--- src/rtl/irq_prio_pkg.sv ---
package irq_prio_pkg;

  localparam int TYPE_W = 8;

  typedef enum logic [1:0] {
    EXC_DIV = 2'd0,
    EXC_SWI = 2'd1,
    EXC_OVF = 2'd2,
    EXC_BRK = 2'd3
  } exc_kind_e;

  typedef enum logic [2:0] {
    SRC_NONE = 3'd0,
    SRC_EXC  = 3'd1,
    SRC_NMI  = 3'd2,
    SRC_MASK = 3'd3,
    SRC_STEP = 3'd4
  } src_e;

  localparam logic [TYPE_W-1:0] VEC_DIV  = 8'd0;
  localparam logic [TYPE_W-1:0] VEC_STEP = 8'd1;
  localparam logic [TYPE_W-1:0] VEC_NMI  = 8'd2;
  localparam logic [TYPE_W-1:0] VEC_BRK  = 8'd3;
  localparam logic [TYPE_W-1:0] VEC_OVF  = 8'd4;

endpackage

--- src/rtl/irq_nmi_latch.sv ---
module irq_nmi_latch (
  input  logic clk,
  input  logic rst_n,
  input  logic nmi_i,
  input  logic clr_i,
  output logic pend_o
);

  logic nmi_q, nmi_d;
  logic pend_q, pend_d;
  logic rise;

  always_comb begin
    rise   = nmi_i & ~nmi_q;
    nmi_d  = nmi_i;
    // a fresh edge wins over a same-cycle clear
    pend_d = rise | (pend_q & ~clr_i);
  end

  always_ff @(posedge clk or negedge rst_n) begin
    if (!rst_n) begin
      nmi_q  <= 1'b0;
      pend_q <= 1'b0;
    end else begin
      nmi_q  <= nmi_d;
      pend_q <= pend_d;
    end
  end

  assign pend_o = pend_q;

endmodule

--- src/rtl/irq_prio_pick.sv ---
module irq_prio_pick
  import irq_prio_pkg::*;
(
  input  logic              exc_req_i,
  input  logic [1:0]        exc_kind_i,
  input  logic [TYPE_W-1:0] exc_type_i,
  input  logic              ovf_i,
  input  logic              nmi_pend_i,
  input  logic              intr_i,
  input  logic              if_i,
  input  logic              tf_i,
  output src_e              src_o,
  output logic [TYPE_W-1:0] type_o
);

  logic exc_ok;

  always_comb begin
    exc_ok = exc_req_i && !((exc_kind_i == EXC_OVF) && !ovf_i);
    src_o  = SRC_NONE;
    type_o = '0;
    if (exc_ok) begin
      src_o = SRC_EXC;
      unique case (exc_kind_i)
        EXC_DIV: type_o = VEC_DIV;
        EXC_SWI: type_o = exc_type_i;
        EXC_OVF: type_o = VEC_OVF;
        default: type_o = VEC_BRK;
      endcase
    end else if (nmi_pend_i) begin
      src_o  = SRC_NMI;
      type_o = VEC_NMI;
    end else if (intr_i && if_i) begin
      src_o  = SRC_MASK;
    end else if (tf_i) begin
      src_o  = SRC_STEP;
      type_o = VEC_STEP;
    end
  end

endmodule

--- src/rtl/irq_ack_seq.sv ---
module irq_ack_seq #(
  parameter int PULSE_W = 2,
  parameter int GAP_W   = 1
) (
  input  logic clk,
  input  logic rst_n,
  input  logic go_i,
  output logic inta_n_o,
  output logic busy_o,
  output logic done_o
);

  localparam int MAXW  = (PULSE_W > GAP_W) ? PULSE_W : GAP_W;
  localparam int CNT_W = $clog2(MAXW + 1);
  localparam logic [CNT_W-1:0] PULSE_END = CNT_W'(PULSE_W - 1);
  localparam logic [CNT_W-1:0] GAP_END   = CNT_W'(GAP_W - 1);

  typedef enum logic [1:0] {AK_IDLE, AK_P1, AK_GAP, AK_P2} ack_state_e;

  ack_state_e       state_q, state_d;
  logic [CNT_W-1:0] cnt_q, cnt_d;

  always_comb begin
    state_d = state_q;
    cnt_d   = cnt_q;
    done_o  = 1'b0;
    unique case (state_q)
      AK_IDLE: begin
        if (go_i) begin
          state_d = AK_P1;
          cnt_d   = '0;
        end
      end
      AK_P1: begin
        if (cnt_q == PULSE_END) begin
          state_d = AK_GAP;
          cnt_d   = '0;
        end else begin
          cnt_d = cnt_q + CNT_W'(1);
        end
      end
      AK_GAP: begin
        if (cnt_q == GAP_END) begin
          state_d = AK_P2;
          cnt_d   = '0;
        end else begin
          cnt_d = cnt_q + CNT_W'(1);
        end
      end
      default: begin
        if (cnt_q == PULSE_END) begin
          state_d = AK_IDLE;
          cnt_d   = '0;
          done_o  = 1'b1;
        end else begin
          cnt_d = cnt_q + CNT_W'(1);
        end
      end
    endcase
  end

  always_ff @(posedge clk or negedge rst_n) begin
    if (!rst_n) begin
      state_q <= AK_IDLE;
      cnt_q   <= '0;
    end else begin
      state_q <= state_d;
      cnt_q   <= cnt_d;
    end
  end

  assign inta_n_o = !((state_q == AK_P1) || (state_q == AK_P2));
  assign busy_o   = (state_q != AK_IDLE);

endmodule

--- src/rtl/irq_prio_resolver.sv ---
module irq_prio_resolver
  import irq_prio_pkg::*;
#(
  parameter int PULSE_W = 2,
  parameter int GAP_W   = 1
) (
  input  logic        clk,
  input  logic        rst_n,
  input  logic        boundary_i,
  input  logic        exc_req_i,
  input  logic [1:0]  exc_kind_i,
  input  logic [7:0]  exc_type_i,
  input  logic        ovf_i,
  input  logic        nmi_i,
  input  logic        intr_i,
  input  logic        if_i,
  input  logic        tf_i,
  input  logic [7:0]  ext_type_i,
  output logic        inta_n_o,
  output logic        start_o,
  output logic [7:0]  type_o
);

  // reset: asserted asynchronously, released on a clock edge
  logic rst_meta_q, rst_sync_n;

  always_ff @(posedge clk or negedge rst_n) begin
    if (!rst_n) begin
      rst_meta_q <= 1'b0;
      rst_sync_n <= 1'b0;
    end else begin
      rst_meta_q <= 1'b1;
      rst_sync_n <= rst_meta_q;
    end
  end

  src_e              sel_src;
  logic [TYPE_W-1:0] sel_type;
  logic              nmi_pend;
  logic              ack_busy, ack_done;
  logic              decide, fire_now, ack_go, nmi_clr;

  logic              start_q, start_d;
  logic [TYPE_W-1:0] type_q, type_d;
  logic              type_en;

  irq_nmi_latch u_nmi (
    .clk    (clk),
    .rst_n  (rst_sync_n),
    .nmi_i  (nmi_i),
    .clr_i  (nmi_clr),
    .pend_o (nmi_pend)
  );

  irq_prio_pick u_pick (
    .exc_req_i  (exc_req_i),
    .exc_kind_i (exc_kind_i),
    .exc_type_i (exc_type_i),
    .ovf_i      (ovf_i),
    .nmi_pend_i (nmi_pend),
    .intr_i     (intr_i),
    .if_i       (if_i),
    .tf_i       (tf_i),
    .src_o      (sel_src),
    .type_o     (sel_type)
  );

  irq_ack_seq #(
    .PULSE_W (PULSE_W),
    .GAP_W   (GAP_W)
  ) u_ack (
    .clk      (clk),
    .rst_n    (rst_sync_n),
    .go_i     (ack_go),
    .inta_n_o (inta_n_o),
    .busy_o   (ack_busy),
    .done_o   (ack_done)
  );

  always_comb begin
    decide   = boundary_i && !ack_busy;
    fire_now = decide && ((sel_src == SRC_EXC) || (sel_src == SRC_NMI) ||
                          (sel_src == SRC_STEP));
    ack_go   = decide && (sel_src == SRC_MASK);
    nmi_clr  = decide && (sel_src == SRC_NMI);
    start_d  = fire_now | ack_done;
    type_en  = start_d;
    type_d   = ack_done ? ext_type_i : sel_type;
  end

  always_ff @(posedge clk or negedge rst_sync_n) begin
    if (!rst_sync_n) begin
      start_q <= 1'b0;
      type_q  <= '0;
    end else begin
      start_q <= start_d;
      if (type_en) begin
        type_q <= type_d;
      end
    end
  end

  assign start_o = start_q;
  assign type_o  = type_q;

endmodule

--- config.mk ---
export PLATFORM = sky130hd
export DESIGN_NAME = irq_prio_resolver
export DESIGN_NICKNAME = d
export VERILOG_FILES = /design/src/rtl/irq_prio_pkg.sv /design/src/rtl/irq_nmi_latch.sv /design/src/rtl/irq_prio_pick.sv /design/src/rtl/irq_ack_seq.sv /design/src/rtl/irq_prio_resolver.sv
export SDC_FILE = /design/constraint.sdc
export NUM_CORES = 1
export LEC_CHECK = 0
export BUFFER_PORTS_ARGS = -buffer_cell sky130_fd_sc_hd__clkbuf_2
export CAP_MARGIN = 5
export CORE_MARGIN = 1
export CORE_UTILIZATION = 43
export DETAILED_ROUTE_END_ITERATION = 8
export PLACE_DENSITY = 0.75
export SLEW_MARGIN = 20
export SYNTH_ARGS = -nofsm -noshare
export SYNTH_HDL_FRONTEND = slang
export SYNTH_SLANG_ARGS = --single-unit
--- constraint.sdc ---
create_clock -name clk -period 0.8 [get_ports clk]
set_input_delay 0.04 -clock clk [delete_from_list [all_inputs] [get_ports clk]]
set_output_delay 0.04 -clock clk [all_outputs]
set_load 0.05 [all_outputs]
* Word-level counts from Yosys, hierarchy flattened
Index checks and enable logic that the tools add are counted.
W data, S select, Z words.
** Word-level totals
- Word-level logic and storage cells :: 70
- Input bits :: 27
- Output and inout bits :: 10
- Register bits after elaboration :: 17
** Cells by class
- Reductions and logical operators :: 21
- Bitwise logic cells :: 6
- Mux-type cells :: 21
- Equal/unequal tests :: 13
- Add/subtract/negate cells :: 1
** Operator list (number)
- $mux W8 :: 4
- $pmux W8 S3 :: 1
- $mux W2 :: 7
- $mux W3 :: 4
- $logic_and A1 B1 Y1 :: 7
- $eq A2 B1 Y1 const B :: 3
- $eq A2 B2 Y1 const B :: 3
- $eq A3 B2 Y1 const B :: 2
- $logic_not A2 Y1 :: 3
- $pmux W2 S3 :: 1
- $logic_not A1 Y1 :: 4
- $ne A2 B1 Y1 const B :: 2
- $pmux W2 S2 :: 1
- $reduce_and A4 Y1 :: 1
- $eq A3 B1 Y1 const B :: 1
- $eq A3 B3 Y1 const B :: 1
- $logic_or A1 B1 Y1 :: 3
- $mux W1 :: 3
- $reduce_bool A3 Y1 :: 1
- $reduce_or A3 Y1 :: 1
- $add A2 B1 Y2 const B :: 1
- $and A1 B1 Y1 :: 2
- $ne A2 B2 Y1 const B :: 1
- $not A1 Y1 :: 2
- 2 further kinds :: 3

* Logic depth before layout (Yosys ltp)
Gate-level depths: netlist of run 1.
- Depth in word-level cells :: 10
- Mapped depth :: 7

* Cells and area by module
From an unflattened synthesis of run 1, not the netlist that was laid out.
** Unflattened totals
- Cell total of the unflattened synthesis :: 100
- Area, all modules :: 1141.1 µm²
** By module, submodules not included
- irq_prio_resolver :: area an instance 571.8 µm², sequential area each 275.3 µm², cells each 37, instances 1
- irq_ack_seq :: area an instance 370.4 µm², sequential area each 100.1 µm², cells each 35, instances 1
- irq_prio_pick :: area an instance 128.9 µm², sequential area each 0.0 µm², cells each 23, instances 1
- irq_nmi_latch :: area an instance 70.1 µm², sequential area each 50.0 µm², cells each 5, instances 1

* Least setup slack after synthesis of run 1
OpenSTA, ideal clock, no wires.
- Path kind :: flip-flop to flip-flop
- Start point :: register u_ack.cnt_q[1]
- End point :: register type_q[3], in the netlist type_o[3]
- Data arrival time :: 1608 ps
- Stages on the path, launching flop included :: 8
- Setup slack :: -933 ps
- Setup time :: 125 ps
- Cells stage by stage :: dfrtp_1 -> inv_1 -> ha_1 -> and2_1 -> clkbuf_1 -> nor3_1 -> a22o_1 -> mux2_2
** On the way
- Longest elaborated chain between the ends :: 4
- Elaborated cells between the ends (all ways) :: 5
- Those cells by class :: eq/ne: 1; mux: 3; bitwise: 1
** Ends and longest elaborated chain
- from (decl) :: line irq_ack_seq.sv:21 : logic [CNT_W-1:0] cnt_q, cnt_d;
- from (signal assigned) :: line irq_ack_seq.sv:68 : cnt_q <= cnt_d;
- $eq A2 B1 Y1 (*) :: line irq_ack_seq.sv:51 : if (cnt_q == PULSE_END) begin
- $mux W1 (*) :: line irq_ack_seq.sv:51
- $mux W1 (*) :: line irq_ack_seq.sv:27 : unique case (state_q)
- $mux W8 / $or A1 B1 Y1 (equally long branches) :: line irq_prio_resolver.sv:88, irq_prio_resolver.sv:86
- to (signal assigned) :: line irq_prio_resolver.sv:98 : type_q <= type_d;
- to (decl) :: line irq_prio_resolver.sv:44 : logic [TYPE_W-1:0] type_q, type_d;
Every way passes the cells marked *; elsewhere a longest branch is shown, timed or not.
A chain may end at the register's enable or synchronous reset.

* Final worst setup path of run 1
- Start point :: register u_ack.state_q[1]
- End point :: register u_ack.state_q[1]
** On the way
- Longest elaborated chain between the ends :: 6
- Elaborated cells between the ends (all ways) :: 13
- Those cells by class :: eq/ne: 5; mux: 1; reduce/logical: 7
** Ends and longest elaborated chain
- from (decl) :: line irq_ack_seq.sv:20 : ack_state_e state_q, state_d;
- from (signal assigned) :: line irq_ack_seq.sv:67 : state_q <= state_d;
- $reduce_bool A2 Y1 :: line irq_ack_seq.sv:73 : assign busy_o = (state_q != AK_IDLE);
- $logic_not A1 Y1 :: line irq_prio_resolver.sv:81 : decide = boundary_i && !ack_busy;
- $logic_and A1 B1 Y1 :: line irq_prio_resolver.sv:81
- $logic_and A1 B1 Y1 :: line irq_prio_resolver.sv:84 : ack_go = decide && (sel_src == SRC_MASK);
- $ne A2 B2 Y1 (no source line)
- $reduce_and A4 Y1 (no source line)
Parallel ways exist; a longest one is shown, timed or not.

==> results of run 1 <==
[area by class of cell]
cell class / instances / share of cell area [%]
well taps: 27 / 1.98
repair buffers: 66 / 32.6
multi-input cells: 61 / 37.2
clock buffers: 3 / 1.32
flip-flops and latches: 17 / 25.0
clock inverters: 1 / 0.294
inverters: 7 / 1.54
[layer usage]
metal	track usage, %	up-vias	wire [microns]
met5	0	-	0
met4	6.86	0	43
met3	1.87	6	180
met2	43.4	49	1660
met1	29.4	476	1260
li1	-	453	-
[registers in the layout, indices dropped and copies added (netlist names)]
register,cells
rst_sync_n,1
start_o,1
u_ack.state_q,2
u_nmi.pend_o,1
rst_meta_q,1
u_ack.cnt_q,2
u_nmi.nmi_q,1
type_o,8
[cell usage in the layout, fill, tap and decap left out, types with 2 or more instances in the layout]
| cell | netlist | final |
|---|---|---|
| buf_4 | 0 | 23 |
| ha_1 | 8 | 5 |
| clkbuf_2 | 0 | 26 |
| dlygate4sd3_1 | 0 | 2 |
| buf_6 | 0 | 2 |
| inv_2 | 0 | 4 |
| clkbuf_4 | 0 | 3 |
| o2111ai_1 | 2 | 2 |
| mux2_2 | 7 | 5 |
| mux2i_1 | 3 | 3 |
| mux2_4 | 0 | 3 |
| ha_4 | 0 | 3 |
| a22o_1 | 5 | 5 |
| inv_1 | 7 | 3 |
| buf_8 | 0 | 10 |
| buf_12 | 0 | 3 |
| nand2_1 | 10 | 9 |
| dfrtp_1 | 17 | 16 |
| nand3b_1 | 2 | 2 |
[worst paths after layout]
path | from | to | slack, ns | cells after the start
max | u_ack.state_q[1] | u_ack.state_q[1] | -0.85 | 6
min | rst_n | rst_meta_q | 0.07 | 2
max reg2reg | u_ack.state_q[1] | u_ack.state_q[1] | -0.85 | 6
min reg2reg | rst_sync_n | type_o[5] | 0.18 | 1
max in group asynchronous | rst_sync_n | u_ack.state_q[1] | 0.44 | 1
min in group clk | ext_type_i[2] | type_o[2] | 0.08 | 3
[logic make-up (layout without fill, tap and decap cells)]
group / count (synthesis) / after routing / synth area share [%]
and+or+nand+nor: 20 / 20 / 10.4
muxes: 11 / 11 / 12.6
AOI/OAI and AO/OA: 21 / 21 / 18.5
DFF: 17 / 17 / 44.6
other: 1 / 1 / 0.393
buffers and inverters: 8 / 77 / 3.15
adders and majority gates: 8 / 8 / 10.5
[metrics by stage]
step | area (sq um) | setup slack, ns
2_1_floorplan | 1050 | -0.750
3_5_place_dp | 1410 | -0.908
5_1_grt | 1700 | -0.897
6_report | 1700 | -0.850
4_1_cts | 1630 | -0.810
3_3_place_gp | 1410 | -0.876
[where the power goes]
part	leakage (uW)	internal [uW]	switching, uW
Sequential	0.000212	1190	325
Combinational	0.000612	2730	2580
Clock	0.0000177	186	258
[timing repair]
action	in CTS	in global routing
endpoints found under the hold margin	4	0
pin swaps	6	1
setup buffers	5	5
cloned	0	0
hold buffers	2	0
gates resized for setup	28	15
setup endpoints to repair	24	24
==> impl_metrics.toml, run 1 <==
[outcome]
status = "complete, but fails checks"
violations = "setup timing"

[synthesis]
ys_ff_latch = 17
synth-edff-count = 0
synth.most_common_cell = "dfrtp_1"
synth-seq-area-share_pct = 44.6
syn_avg_cell_area_sq_um = 11.1
synth.area.top_cells = "dfrtp_1 45%, ha_1 10%, mux2_2 8.3%"
async_reset_ff_share_pct = 100
synthDistinctLibCells = 31
ys_dominant_reg_cell = "dfrtp_1"
synth_top_area_share_pct = 44.6
synth_nets = 121
syn_inst = 86
yosys_warnings = 0
ys_top_cells_by_count = "17 x dfrtp_1, 10 x nand2_1, 8 x ha_1"
synthesis.area_sq_um = 955
synth_top_area_cell = "dfrtp_1"

[grt]
grt_pass1_vias = 930
gr-total-overflow = 0
grt_max_degree = 11
grtUsageTotal_pct = 23.7
grt_first_pass_wirelength_microns = 4350
antenna_found_initial = 0

[timing]
setup_viol = 24
rsz0062_at_grt = "yes"
finClkSkew_ns = 0.0128
report.final.slew_viol_count = 0
fmax_mhz = 606
period_share_pct = 206
min_period_ns = 1.65
timing.hold.ws_ns = 0.0658
tns_ns = -11.85
hold_viol = 0
timing.final.ws_setup_ns = -0.850

[clock_tree]
tritoncts = "built"
htreeDepth = 1
cts_buffers = 3
numClockSinks = 17
cts_buffer_depth = 2
root_buffer = "clkbuf_4"
clk_latency_ns = 0.29
cts.clk_slew.worst_paths_ns = 0.09

[finish]
syn2layout_area_growth_pct = 78.5
antenna_cells = 0
multiInputGateArea_sq_um = 634
post-route-util_pct = 84.3
fill_cells = 109
nets = 191
drive_gt1_share_pct = 61.9
regArea_sq_um = 427
final_cells = 182

[setup_path]
max_stage_delay_ns = 0.46
endpoint_kind = "flop"
crit_chain = "inv_2 -> ha_4 -> nor2_4 -> o21ba_4 -> a221oi_4 -> mux2_4"
path_class = "flop to flop"
cp_max_fo = 4
slowest_stage = "dfrtp_2"
startpoint_type = "flop"
critPathRequiredTime_ns = 0.96
cp_top_family = "flip-flops"
path_buf_inv = 1
arrival_ns = 1.81

[route]
drt_first_pass_iters = 4
drtIter0Drc = 15
wirelength_microns = 3150
dr_total_vias = 984
drcViolationCount = 0
viasPerCell = 5.41
avgRoutedWirePerCell_microns = 17.3
ant_nets = 0

[power]
p_per_area_mw_per_mm2 = 4270
ir_drop_mv = 3.18
power.leakage_uw = 0.000841
finalPower_uw = 7270

[die]
die_h_microns = 49.1
die-width_microns = 49.1
start_util_pct = 47.2
core_sq_mm = 0.00202
die_area_sq_mm = 0.00241
fp-row-count = 16
io_pins = 37

[place]
place_hpwl_microns = 1870
place_inst = 167
port_buffers = 36
gp_congestion = 0.842

[worst_hold_path]
hp-class = "input pin to async pin"

[job]
cap_violations = 0
(Power assumes the default switching activity.)
==> inputs of run 2 (changes only) <==
--- a/config.mk
+++ b/config.mk
@@ -5,10 +5,11 @@
 export SDC_FILE = /design/constraint.sdc
 export NUM_CORES = 1
 export LEC_CHECK = 0
+export ABC_AREA = 1
 export BUFFER_PORTS_ARGS = -buffer_cell sky130_fd_sc_hd__clkbuf_2
 export CAP_MARGIN = 5
 export CORE_MARGIN = 1
-export CORE_UTILIZATION = 43
+export CORE_UTILIZATION = 44
 export DETAILED_ROUTE_END_ITERATION = 8
 export PLACE_DENSITY = 0.75
 export SLEW_MARGIN = 20
==> run 2 against run 1 <==
Compared with the run above: routed wire length increased by 36%; sequential share of layout area decreased by 3.1 points; non-clock buffer count increased by 5; critical path depth increased by 2; synthesized area increased by 9.2%; clock skew decreased by 0.0080 ns; maximum frequency increased by 12%; synthesized cell count increased by 63%; the flow still finishes with violations (setup timing); total power decreased by 1.5%; via count increased by 31%; clock power increased by 21%; combinational power decreased by 4.3%.
==> impl_metrics.toml, run 2 <==
[outcome]
status = "complete, but fails checks"
violations = "setup timing"

[finish]
layout_commonest_cell = "nand2_1"
drive_gt1_share_pct = 55.6
largest_reg_flops = 8
nets = 252
final_cells = 244
syn2layout_area_growth_pct = 87.8
antenna_cells = 0
final_cell_mix = "42 x nand2_1, 26 x clkbuf_2, 26 x buf_4"
fill_cells = 93
stdcell_area_sq_mm = 0.00196
multiInputGateArea_sq_um = 779
regArea_sq_um = 429

[route]
dr_total_vias = 1286
drt_first_pass_iters = 4
drtIter0Drc = 49
drcViolationCount = 0
ant_nets = 0
viasPerCell = 5.27
wirelength_microns = 4300
avgRoutedWirePerCell_microns = 17.6

[timing]
hold_viol = 0
rsz0062_at_grt = "yes"
period_share_pct = 184
fmax_mhz = 679
report.final.slew_viol_count = 0
min_period_ns = 1.47
timing.final.ws_setup_ns = -0.674
finClkSkew_ns = 0.00484
tns_ns = -9.97
setup_viol = 24

[grt]
grt_first_pass_wirelength_microns = 4860
grt_max_degree = 16
grtUsageTotal_pct = 27.1
gr-total-overflow = 0
grt_pass1_vias = 1118
antenna_found_initial = 0

[synthesis]
synth.area.top_cells = "dfrtp_1 41%, nand2_1 21%, ha_1 9.6%"
synth_mux_area_share_pct = 0
synth_nets = 175
ys_top_cells_by_count = "57 x nand2_1, 17 x dfrtp_1, 17 x nand3_1"
synth-xor-area-share_pct = 0
synth-seq-area-share_pct = 40.8
synth_simple_gate_area_share_pct = 38.3
synthDistinctLibCells = 16
synth.most_common_cell = "nand2_1"
synthAdderAreaFrac_pct = 9.60
yosys_warnings = 0
synth_top_area_share_pct = 40.8
synth_top_area_cell = "dfrtp_1"
synth_top_family_by_area = "simple AND/OR/NAND/NOR gates"
synth_compound_area_share_pct = 5.88
synthesis.area_sq_mm = 0.00104
syn_inst = 140
async_reset_ff_share_pct = 100
ys_ff_latch = 17
ys_dominant_reg_cell = "dfrtp_1"
synth-edff-count = 0
syn_avg_cell_area_sq_um = 7.44

[setup_path]
path_class = "flop to flop"
endpoint_kind = "flop"
rr_worst_depth = 8
path_buf_inv = 1
critPathRequiredTime_ns = 1.03
cp_top_family = "flip-flops"
arrival_ns = 1.70
crit_chain = "inv_4 -> ha_4 -> nor2_4 -> o21bai_1 -> o21a_1 -> nand2_1 -> nand2_1 -> nand2_1"
slowest_stage = "dfrtp_2"
cp_max_fo = 4
r2r-start = "u_ack.state_q[0]"
max_stage_delay_ns = 0.49
worstReg2RegEnd = "u_ack.state_q[0]"
startpoint_type = "flop"
cp_common_cell = "nand2_1"
worst-r2r-setup-slack_ns = -0.67

[clock_tree]
cts.clk_slew.worst_paths_ns = 0.11
htreeDepth = 1
tritoncts = "built"
cts_buffer_depth = 2
cts_buffers = 3
clk_latency_ns = 0.33
root_buffer = "clkbuf_4"
numClockSinks = 17

[power]
p_per_area_mw_per_mm2 = 3660
power_frac_clock_pct = 7.5
switching_share_pct = 47.6
p_seq_share_pct = 21.6
p_switching_uw = 3410
ir_drop_mv = 3.45
finalPower_uw = 7160
p_comb_share_pct = 71.0
power.leakage_uw = 0.00102
power.internal_uw = 3750

[die]
die_area_sq_mm = 0.00257
start_util_pct = 47.1
core_sq_mm = 0.00221
die_h_microns = 50.7
io_pins = 37
fp-row-count = 17
die-width_microns = 50.7

[place]
place_area_sq_mm = 0.00146
place_hpwl_microns = 1890
gp_congestion = 0.821
port_buffers = 36
place_inst = 222

[job]
cap_violations = 0

[worst_hold_path]
hp-class = "input pin to async pin"
==> run 2: layout make-up <==
type	instances	share of cell area [%]
multi-input cells	111	39.8
inverters	13	3.52
repair buffers	71	31.4
well taps	28	1.79
clock inverters	1	0.384
flip-flops and latches	17	21.9
clock buffers	3	1.15
==> run 2: cells by family after synthesis <==
logic type	Yosys count
adders and majority gates	8
DFF	17
AOI/OAI and AO/OA	10
other	1
buffers and inverters	14
and+or+nand+nor	90
==> run 2: timing repair <==
item | 4_1_cts | 5_1_grt
setup endpoints to repair | 24 | 24
gates resized for setup | 32 | 44
setup buffers | 5 | 9
endpoints found under the hold margin | 4 | 0
hold buffers | 2 | 0
cloned | 2 | 0
pin swaps | 5 | 15
==> run 2: how the worst max path moves through the flow <==
stage                                start                to  slack, ns  depth (start not counted)
after CTS                 u_ack.state_q[1]          inta_n_o      -0.57                          5
after floorplan           u_ack.state_q[1]  u_ack.state_q[1]      -0.43                          8
after global placement    u_ack.state_q[1]  u_ack.state_q[0]      -0.50                          9
final                     u_ack.state_q[0]  u_ack.state_q[0]      -0.67                          8
after global routing      u_ack.state_q[0]  u_ack.state_q[1]      -0.75                          8
after detailed placement  u_ack.state_q[1]  u_ack.state_q[1]      -0.54                          9
==> run 2: power by group through the flow <==
stage	Sequential, uW	Combinational, uW	Clock [uW]
floorplan	1970	1490	0
global placement	1370	3070	0
detailed placement	1380	3120	0
CTS	1400	3910	510
global route	1580	5320	577
finish	1540	5080	534
==> run 2: layer usage <==
metal / track usage [%] / part of all wire [%]
met1: 30.4 / 38
met2: 46.0 / 52
met3: 6.67 / 5.7
met4: 16.2 / 4.5
met5: 0 / 0
==> run 2: per-stage QoR <==
step | utilization [%] | hold WS [ns] | worst slack [ns]
2_1_floorplan | - | -0.256 | -0.432
3_3_place_gp | 65.8 | -0.176 | -0.500
3_5_place_dp | 65.8 | -0.173 | -0.535
4_1_cts | 76.9 | 0.0247 | -0.574
5_1_grt | 88.5 | 0.0175 | -0.754
6_report | 88.5 | 0.0171 | -0.674
